## config.mk

```make
export PLATFORM = sky130hd
export DESIGN_NAME = rlut_core
export DESIGN_NICKNAME = d
export VERILOG_FILES = /design/src/rtl/rlut_pkg.sv /design/src/rtl/rlut_cfg_store.sv /design/src/rtl/rlut_residue_resolve.sv /design/src/rtl/rlut_select_tree.sv /design/src/rtl/rlut_core.sv
export SDC_FILE = /design/constraint.sdc
export NUM_CORES = 1
export LEC_CHECK = 0
export ABC_CLOCK_PERIOD_IN_PS = 2600
export BUFFER_PORTS_ARGS = -buffer_cell sky130_fd_sc_hd__buf_4
export CAP_MARGIN = 20
export CORE_MARGIN = 2
export CORE_UTILIZATION = 52
export CTS_CLUSTER_SIZE = 12
export DETAILED_ROUTE_END_ITERATION = 6
export GPL_ROUTABILITY_DRIVEN = 0
export PLACE_DENSITY = 0.81
export SLEW_MARGIN = 30
export SYNTH_ARGS = -nofsm -noshare
export SYNTH_HDL_FRONTEND = slang
export SYNTH_SLANG_ARGS = --single-unit
export TNS_END_PERCENT = 30
```

## constraint.sdc

```tcl
create_clock -name clk -period 2.6 [get_ports clk]
set_input_delay 0.13 -clock clk [delete_from_list [all_inputs] [get_ports clk]]
set_output_delay 0.13 -clock clk [all_outputs]
set_load 0.03 [all_outputs]
```

## src/rtl/rlut_pkg.sv

```systemverilog
package rlut_pkg;

    typedef enum logic [1:0] {
        RES_ZERO = 2'b00,
        RES_ONE  = 2'b01,
        RES_TRUE = 2'b10,
        RES_INV  = 2'b11
    } residue_e;

    function automatic logic resolve_residue(input residue_e code, input logic d);
        logic r;
        case (code)
            RES_ZERO: r = 1'b0;
            RES_ONE:  r = 1'b1;
            RES_TRUE: r = d;
            default:  r = ~d;
        endcase
        return r;
    endfunction

endpackage

```

## src/rtl/rlut_cfg_store.sv

```systemverilog
module rlut_cfg_store #(
    parameter int CFG_W = 16
) (
    input  logic             clk,
    input  logic             rst,
    input  logic             we,
    input  logic [CFG_W-1:0] din,
    output logic [CFG_W-1:0] q
);

    always_ff @(posedge clk) begin
        if (rst) begin
            q <= '0;
        end else if (we) begin
            q <= din;
        end
    end

endmodule

```

## src/rtl/rlut_residue_resolve.sv

```systemverilog
module rlut_residue_resolve
    import rlut_pkg::*;
#(
    parameter int ENTRIES = 8
) (
    input  logic [2*ENTRIES-1:0] cfg,
    input  logic                 d,
    output logic [ENTRIES-1:0]   leaf
);

    for (genvar i = 0; i < ENTRIES; i++) begin : g_leaf
        residue_e code;
        assign code    = residue_e'(cfg[2*i +: 2]);
        assign leaf[i] = resolve_residue(code, d);
    end

endmodule

```

## src/rtl/rlut_select_tree.sv

```systemverilog
module rlut_select_tree #(
    parameter int SEL_W = 3
) (
    input  logic [(1<<SEL_W)-1:0] leaves,
    input  logic [SEL_W-1:0]      sel,
    output logic                  y
);

    localparam int LEAVES = 1 << SEL_W;

    for (genvar l = 0; l <= SEL_W; l++) begin : g_lvl
        localparam int W = LEAVES >> l;
        logic [W-1:0] nodes;
        if (l == 0) begin : g_base
            assign nodes = leaves;
        end else begin : g_mux
            for (genvar j = 0; j < W; j++) begin : g_m
                assign nodes[j] = sel[l-1] ? g_lvl[l-1].nodes[2*j+1]
                                           : g_lvl[l-1].nodes[2*j];
            end
        end
    end

    assign y = g_lvl[SEL_W].nodes[0];

endmodule

```

## src/rtl/rlut_core.sv

```systemverilog
module rlut_core #(
    parameter int N = 4
) (
    input  logic                    clk,
    input  logic                    rst,
    input  logic                    cfg_we,
    input  logic [2*(1<<(N-1))-1:0] cfg_data,
    input  logic [N-1:0]            vars_in,
    output logic                    f_out
);

    localparam int SEL_W   = N - 1;
    localparam int ENTRIES = 1 << SEL_W;
    localparam int CFG_W   = 2 * ENTRIES;

    logic [CFG_W-1:0]   cfg_q;
    logic [ENTRIES-1:0] leaf_bits;

    rlut_cfg_store #(.CFG_W(CFG_W)) u_store (
        .clk (clk),
        .rst (rst),
        .we  (cfg_we),
        .din (cfg_data),
        .q   (cfg_q)
    );

    rlut_residue_resolve #(.ENTRIES(ENTRIES)) u_resolve (
        .cfg  (cfg_q),
        .d    (vars_in[0]),
        .leaf (leaf_bits)
    );

    rlut_select_tree #(.SEL_W(SEL_W)) u_tree (
        .leaves (leaf_bits),
        .sel    (vars_in[N-1:1]),
        .y      (f_out)
    );

endmodule

```

==> results of run 1 <==
## worst paths after layout
check	to	slack [ns]	cells after the start
hold reg to reg	u_store.q[13]$_SDFFE_PP0P_	0.51	2
hold / removal	u_store.q[11]$_SDFFE_PP0P_	0.08	3
setup reg to reg	u_store.q[3]$_SDFFE_PP0P_	1.98	2
setup / recovery	f_out	0.90	5
## routing by layer
layer	up-vias	wire length (µm)
li1	330	-
met1	288	681
met2	20	691
met3	2	95
met4	0	6
met5	-	0
## Yosys cell counts (all sizes together) (2+ instances only)
cell	count	area, µm²
nor2	18	67.56
dfxtp	16	320.3
mux2i	16	160.2
nand2	9	33.78
buf	4	22.52
xnor2	4	35.03
and2	2	12.51
clkbuf	2	7.510
nand3	2	10.01
o22ai	2	12.51
xor2	2	17.52
## cell families (layout without fill, tap and decap cells)
group	count (synthesis)	in the layout	share of synthesized area, %
muxes	16	16	20.68
DFF	16	16	41.36
and+or+nand+nor	35	35	20.68
buffers and inverters	7	28	4.362
AOI/OAI and AO/OA	6	6	6.138
xor gates and xnor gates	6	6	6.785
## stage by stage
step	setup slack [ns]	power [mW]	hold WS, ns	instances
floorplan	0.8144	0.3298	0.2772	86
global placement	1.243	0.3646	0.3622	118
detailed placement	1.222	0.3674	0.3725	118
CTS	0.8924	0.5342	0.06726	122
global route	0.7762	0.5545	0.06640	122
finish	0.9035	0.5243	0.07659	122
## power by group
| part | total, mW | switching, mW | internal, mW |
|---|---|---|---|
| logic | 0.0929 | 0.0419 | 0.0510 |
| registers | 0.268 | 0.00845 | 0.260 |
| clock network | 0.163 | 0.0780 | 0.0852 |
| total | 0.524 | 0.128 | 0.396 |
## area by class of cell
| cell class | count | share of cell area [%] |
|---|---|---|
| inverters | 1 | 0.3861 |
| flip-flops and latches | 16 | 32.95 |
| multi-input cells | 63 | 43.24 |
| clock buffers | 4 | 3.732 |
| repair buffers | 23 | 17.76 |
| well taps | 15 | 1.931 |
## critical path, stage by stage, from the launching register on
cell and delay (ns):
dfxtp_1 0.34, and4b_1 0.20, a2111oi_2 0.32, o21ai_1 0.10
nor4bb_1 0.15, buf_4 0.17
==> out/metrics.yaml, run 1 <==
timing:
  fin_crit_ns: 1.697
  fmax_mhz: 589.4
  finalClockSkew_ns: 0
  slew_headroom_pct: 81.85
  rsz0062_at_grt: "no"
  finalHoldViolCount: 0
  fin_crit_sh_pct: 65.25
  fin_tns_setup_ns: 0
  slew_viol_final: 0
  worstMarginPinSlew_ns: 0.2723
  setup_viol_count_final: 0
grt:
  grt.overflow.total: 0
  grt_usage_pct: 18.79
  grt_use_met3_pct: 6.034
  antenna_found_initial: 0
  grt_pass1_vias: 633
  grtUsageMet1_pct: 22.87
  grt-busiest-layer: "met2"
  use_met2_pct: 29.54
  grt_max_degree: 17
  grt_pass1_wl_um: 2539
final_layout:
  multi_input_comb_area_um2: 420.4
  regArea_um2: 320.3
  diodes: 0
  area_delta_synth_final_pct: 25.52
  drive_above_1_share_pct: 26.17
  final_cell_mix: "23 x buf_4, 18 x nor2_1, 16 x mux2i_1, 16 x dfxtp_1, 9 x nand2_1"
  nFillCells: 117
  top_register: "u_store.q"
  final_nets: 131
  reg_top3: "u_store.q (16)"
  largest_reg_flops: 16
  final_core_util_pct: 72.01
  post-route-cell-area_um2: 972.2
  final_common_cell: "buf_4"
clock_tree:
  post_cts_buffers: 0
  htreeDepth: 1
  cts_resized: 0
  clk_latency_ns: 0.28
  cts_root_buffer: "clkbuf_4"
  cts_buffers: 3
  clk_path_buf_depth: 2
  clkSinkCount: 16
  cts_tree: "yes"
  holdBufCountCts: 0
  clk_pin_slew_worst_paths_ns: 0.09
die:
  die_w_um: 42.59
  start_util_pct: 57.37
  die_area_mm2: 0.001814
  num_rows: 13
  die_h_um: 42.59
  ioPinCount: 24
  core_mm2: 0.001350
logic_synthesis:
  synth-main-ff-cell: "dfxtp_1"
  yosys_warnings: 0
  syn_area_um2: 774.5
  ys_seq_area_share_pct: 41.36
  synth.net_count: 109
  postSynthCellCount: 86
  synth_edf_count: 0
  synth_area_per_cell_um2: 9.006
  ys_async_sr_fraction_pct: 0
  ys_ff_latch: 16
  yosys.cell_types.count: 21
critical_path:
  startpoint_type: "flip-flop"
  cp-end-kind: "output pin"
  path_class: "reg2out"
  cp.required_ns: 2.47
  cp_max_fo: 3
  r2r-start: "u_store.q[3]$_SDFFE_PP0P_"
  arrival_ns: 1.57
  cp-startpoint: "u_store.q[6]$_SDFFE_PP0P_"
placement:
  io_buffers: 23
  hpwl_um: 1082
  place_area_um2: 935.9
outcome:
  status: "finished, final reports clean"
route:
  wl_per_cell_um: 12.09
  drtIter0Drc: 6
  wirelength_um: 1475
  vias: 640
  final_antenna_net_count: 0
  drt-vias-per-instance: 5.246
  drtPass1Iterations: 4
  drcViolationCount: 0
power:
  peakVddDrop_v: 0.0003593
  powerDensity_mw_per_mm2: 539.3
  p_leak_nw: 0.4518
flow_run:
  maxCapViolations: 0
worst_hold_path:
  hp-class: "in2reg"
  hp-start: "cfg_data[11]"
(Power assumes the default switching activity.)
==> run 2: changes to the inputs <==
Settings changed: ABC_CLOCK_PERIOD_IN_PS 2600 to 1350, CORE_UTILIZATION 52 to 43, PLACE_DENSITY 0.81 to 0.72.
Clock period 2.6 ns to 1.35 ns, I/O delays scaled along.
==> out/metrics.yaml, run 2 (same netlist as run 1, synthesis figures left out) <==
outcome:
  status: "finished with violations"
  violations: "setup timing"
timing:
  setup_viol_count_final: 1  # +1
  finalHoldViolCount: 0  # unchanged
  fmax_mhz: 628.0
  fin_tns_setup_ns: -0.2425  # -0.2425 ns
  timing.final.ws_setup_ns: -0.2425  # -1.146 ns
  finalClockSkew_ns: 0  # unchanged
  whs_ns: 0.02092  # -0.05568 ns
  fin_crit_ns: 1.592
  slew_viol_final: 0  # unchanged
  fin_crit_sh_pct: 118.0
  worstMarginPinSlew_ns: 0.2703  # -0.001992 ns
  slew_headroom_pct: 81.98  # +0.13 points
  rsz0062_at_grt: "yes"
clock_tree:
  clk_path_buf_depth: 2  # unchanged
  clk_latency_ns: 0.27  # about the same
  htreeDepth: 1  # unchanged
  clk_pin_slew_worst_paths_ns: 0.09  # about the same
  cts_buffers: 3  # unchanged
  cts_root_buffer: "clkbuf_4"
  clkSinkCount: 16  # unchanged
  cts_tree: "yes"
critical_path:
  cp_max_fo: 3  # unchanged
  startpoint_type: "flip-flop"
  cp.required_ns: 1.28  # -1.19 ns
  crit_buf_inv: 1  # unchanged
  cp_top_family: "simple AND/OR/NAND/NOR gates"
  slowest_stage: "dfxtp_2"
  slowest_delay_ns: 0.34  # about the same
  cp-end-kind: "output pin"
  path_class: "reg2out"
  arrival_ns: 1.52  # -0.05 ns
  crit_chain: "and2_4, o211ai_1, o21bai_4, nor4bb_4, buf_4"
final_layout:
  drive_above_1_share_pct: 34.26  # +8.1 points
  diodes: 0  # unchanged
  final_common_cell: "buf_4"
  final_cell_mix: "24 x buf_4, 18 x nor2_1, 16 x mux2i_1"
  fin_cells: 133  # +9.0%
  reg_top3: "u_store.q (16)"
  area_delta_synth_final_pct: 34.89
  final_nets: 133  # +1.5%
  top_register: "u_store.q"
  final_core_util_pct: 61.17  # -11 points
  largest_reg_flops: 16  # unchanged
die:
  core_mm2: 0.001708  # +27%
  ioPinCount: 24  # unchanged
  die_w_um: 46.44  # +9.0%
  die_area_mm2: 0.002157  # +19%
  die_h_um: 46.44  # +9.0%
  start_util_pct: 45.35  # -12 points
  num_rows: 15  # +2
placement:
  io_buffers: 23  # unchanged
  hpwl_um: 1151  # +6.4%
  dp_cells: 129  # +9.3%
grt:
  grtUsageMet1_pct: 24.52  # +1.7 points
  grt_pass1_wl_um: 2773  # +9.2%
  antenna_found_initial: 0  # unchanged
  grt_use_met3_pct: 2.745  # -3.3 points
  grt_usage_pct: 18.55  # -0.23 points
  grt_max_degree: 17  # unchanged
  use_met2_pct: 28.61  # -0.93 points
  grt-busiest-layer: "met2"
  grt.overflow.total: 0  # unchanged
  grt_pass1_vias: 621  # -1.9%
power:
  powerDensity_mw_per_mm2: 926.9  # +72%
  peakVddDrop_v: 0.0007347  # +100%
  p_leak_nw: 0.4786  # +5.9%
route:
  drtPass1Iterations: 2  # -2
  wirelength_um: 1604  # +8.7%
  drcViolationCount: 0  # unchanged
  drt-vias-per-instance: 4.835  # -7.8%
  final_antenna_net_count: 0  # unchanged
  vias: 643  # +0.47%
  drtIter0Drc: 1  # -5
  wl_per_cell_um: 12.06  # -0.25%
flow_run:
  maxCapViolations: 0  # unchanged
worst_hold_path:
  hp-class: "in2reg"
run 2: cell types whose count changed in the layout (fill, tap and decap cells not counted), sizes merged:
cell and delta:
buf +2, clkbuf -1
run 2: area by class of cell:
| type | instances | area, µm² |
|---|---|---|
| Multi-Input combinational cell | 63 | 471.7 |
| Sequential cell | 16 | 324.1 |
| Clock buffer | 3 | 22.52 |
| Fill cell | 157 | 663.1 |
| Tap cell | 25 | 31.28 |
| Timing Repair Buffer | 25 | 191.4 |
| Inverter | 1 | 3.754 |
run 2: per-stage QoR:
step	area (µm²)	power, mW	worst slack (ns)
5_1_grt	1045	1.023	-0.3211
2_1_floorplan	789.5	0.6453	0.1150
6_report	1045	0.9684	-0.2425
3_3_place_gp	970.9	0.7163	0.008038
3_5_place_dp	970.9	0.7209	-0.02002
4_1_cts	1018	0.9708	-0.2456
run 2: path summary, 6_finish.rpt:
path | startpoint | end | slack, ns | cells after the start
max | u_store.q[3]$_SDFFE_PP0P_ | f_out | -0.24 | 5
min | cfg_data[14] | u_store.q[14]$_SDFFE_PP0P_ | 0.02 | 3
max reg2reg | u_store.q[7]$_SDFFE_PP0P_ | u_store.q[7]$_SDFFE_PP0P_ | 0.62 | 3
min reg2reg | u_store.q[9]$_SDFFE_PP0P_ | u_store.q[9]$_SDFFE_PP0P_ | 0.50 | 2
run 2: layer usage:
metal / share of wire, % / wire [µm]
met1: 47 / 753
met2: 47 / 761
met3: 4.4 / 71
met4: 1.1 / 18
met5: 0 / 0
run 2: timing repair:
action                                  CTS  global route
endpoints found under the setup margin    1             1
pin swaps                                 1             3
gates resized for setup                   4             6
setup buffers                             1             0
hold buffers                              0             0
run 2: power by group:
part           switching [mW]  internal, mW
clock                   0.138         0.103
combinational          0.0916         0.117
sequential             0.0170         0.501
run 2: tightest hold or removal path: stages:
cell     delay (ns)
buf_4          0.08
mux2i_1        0.05
nor2_1         0.07
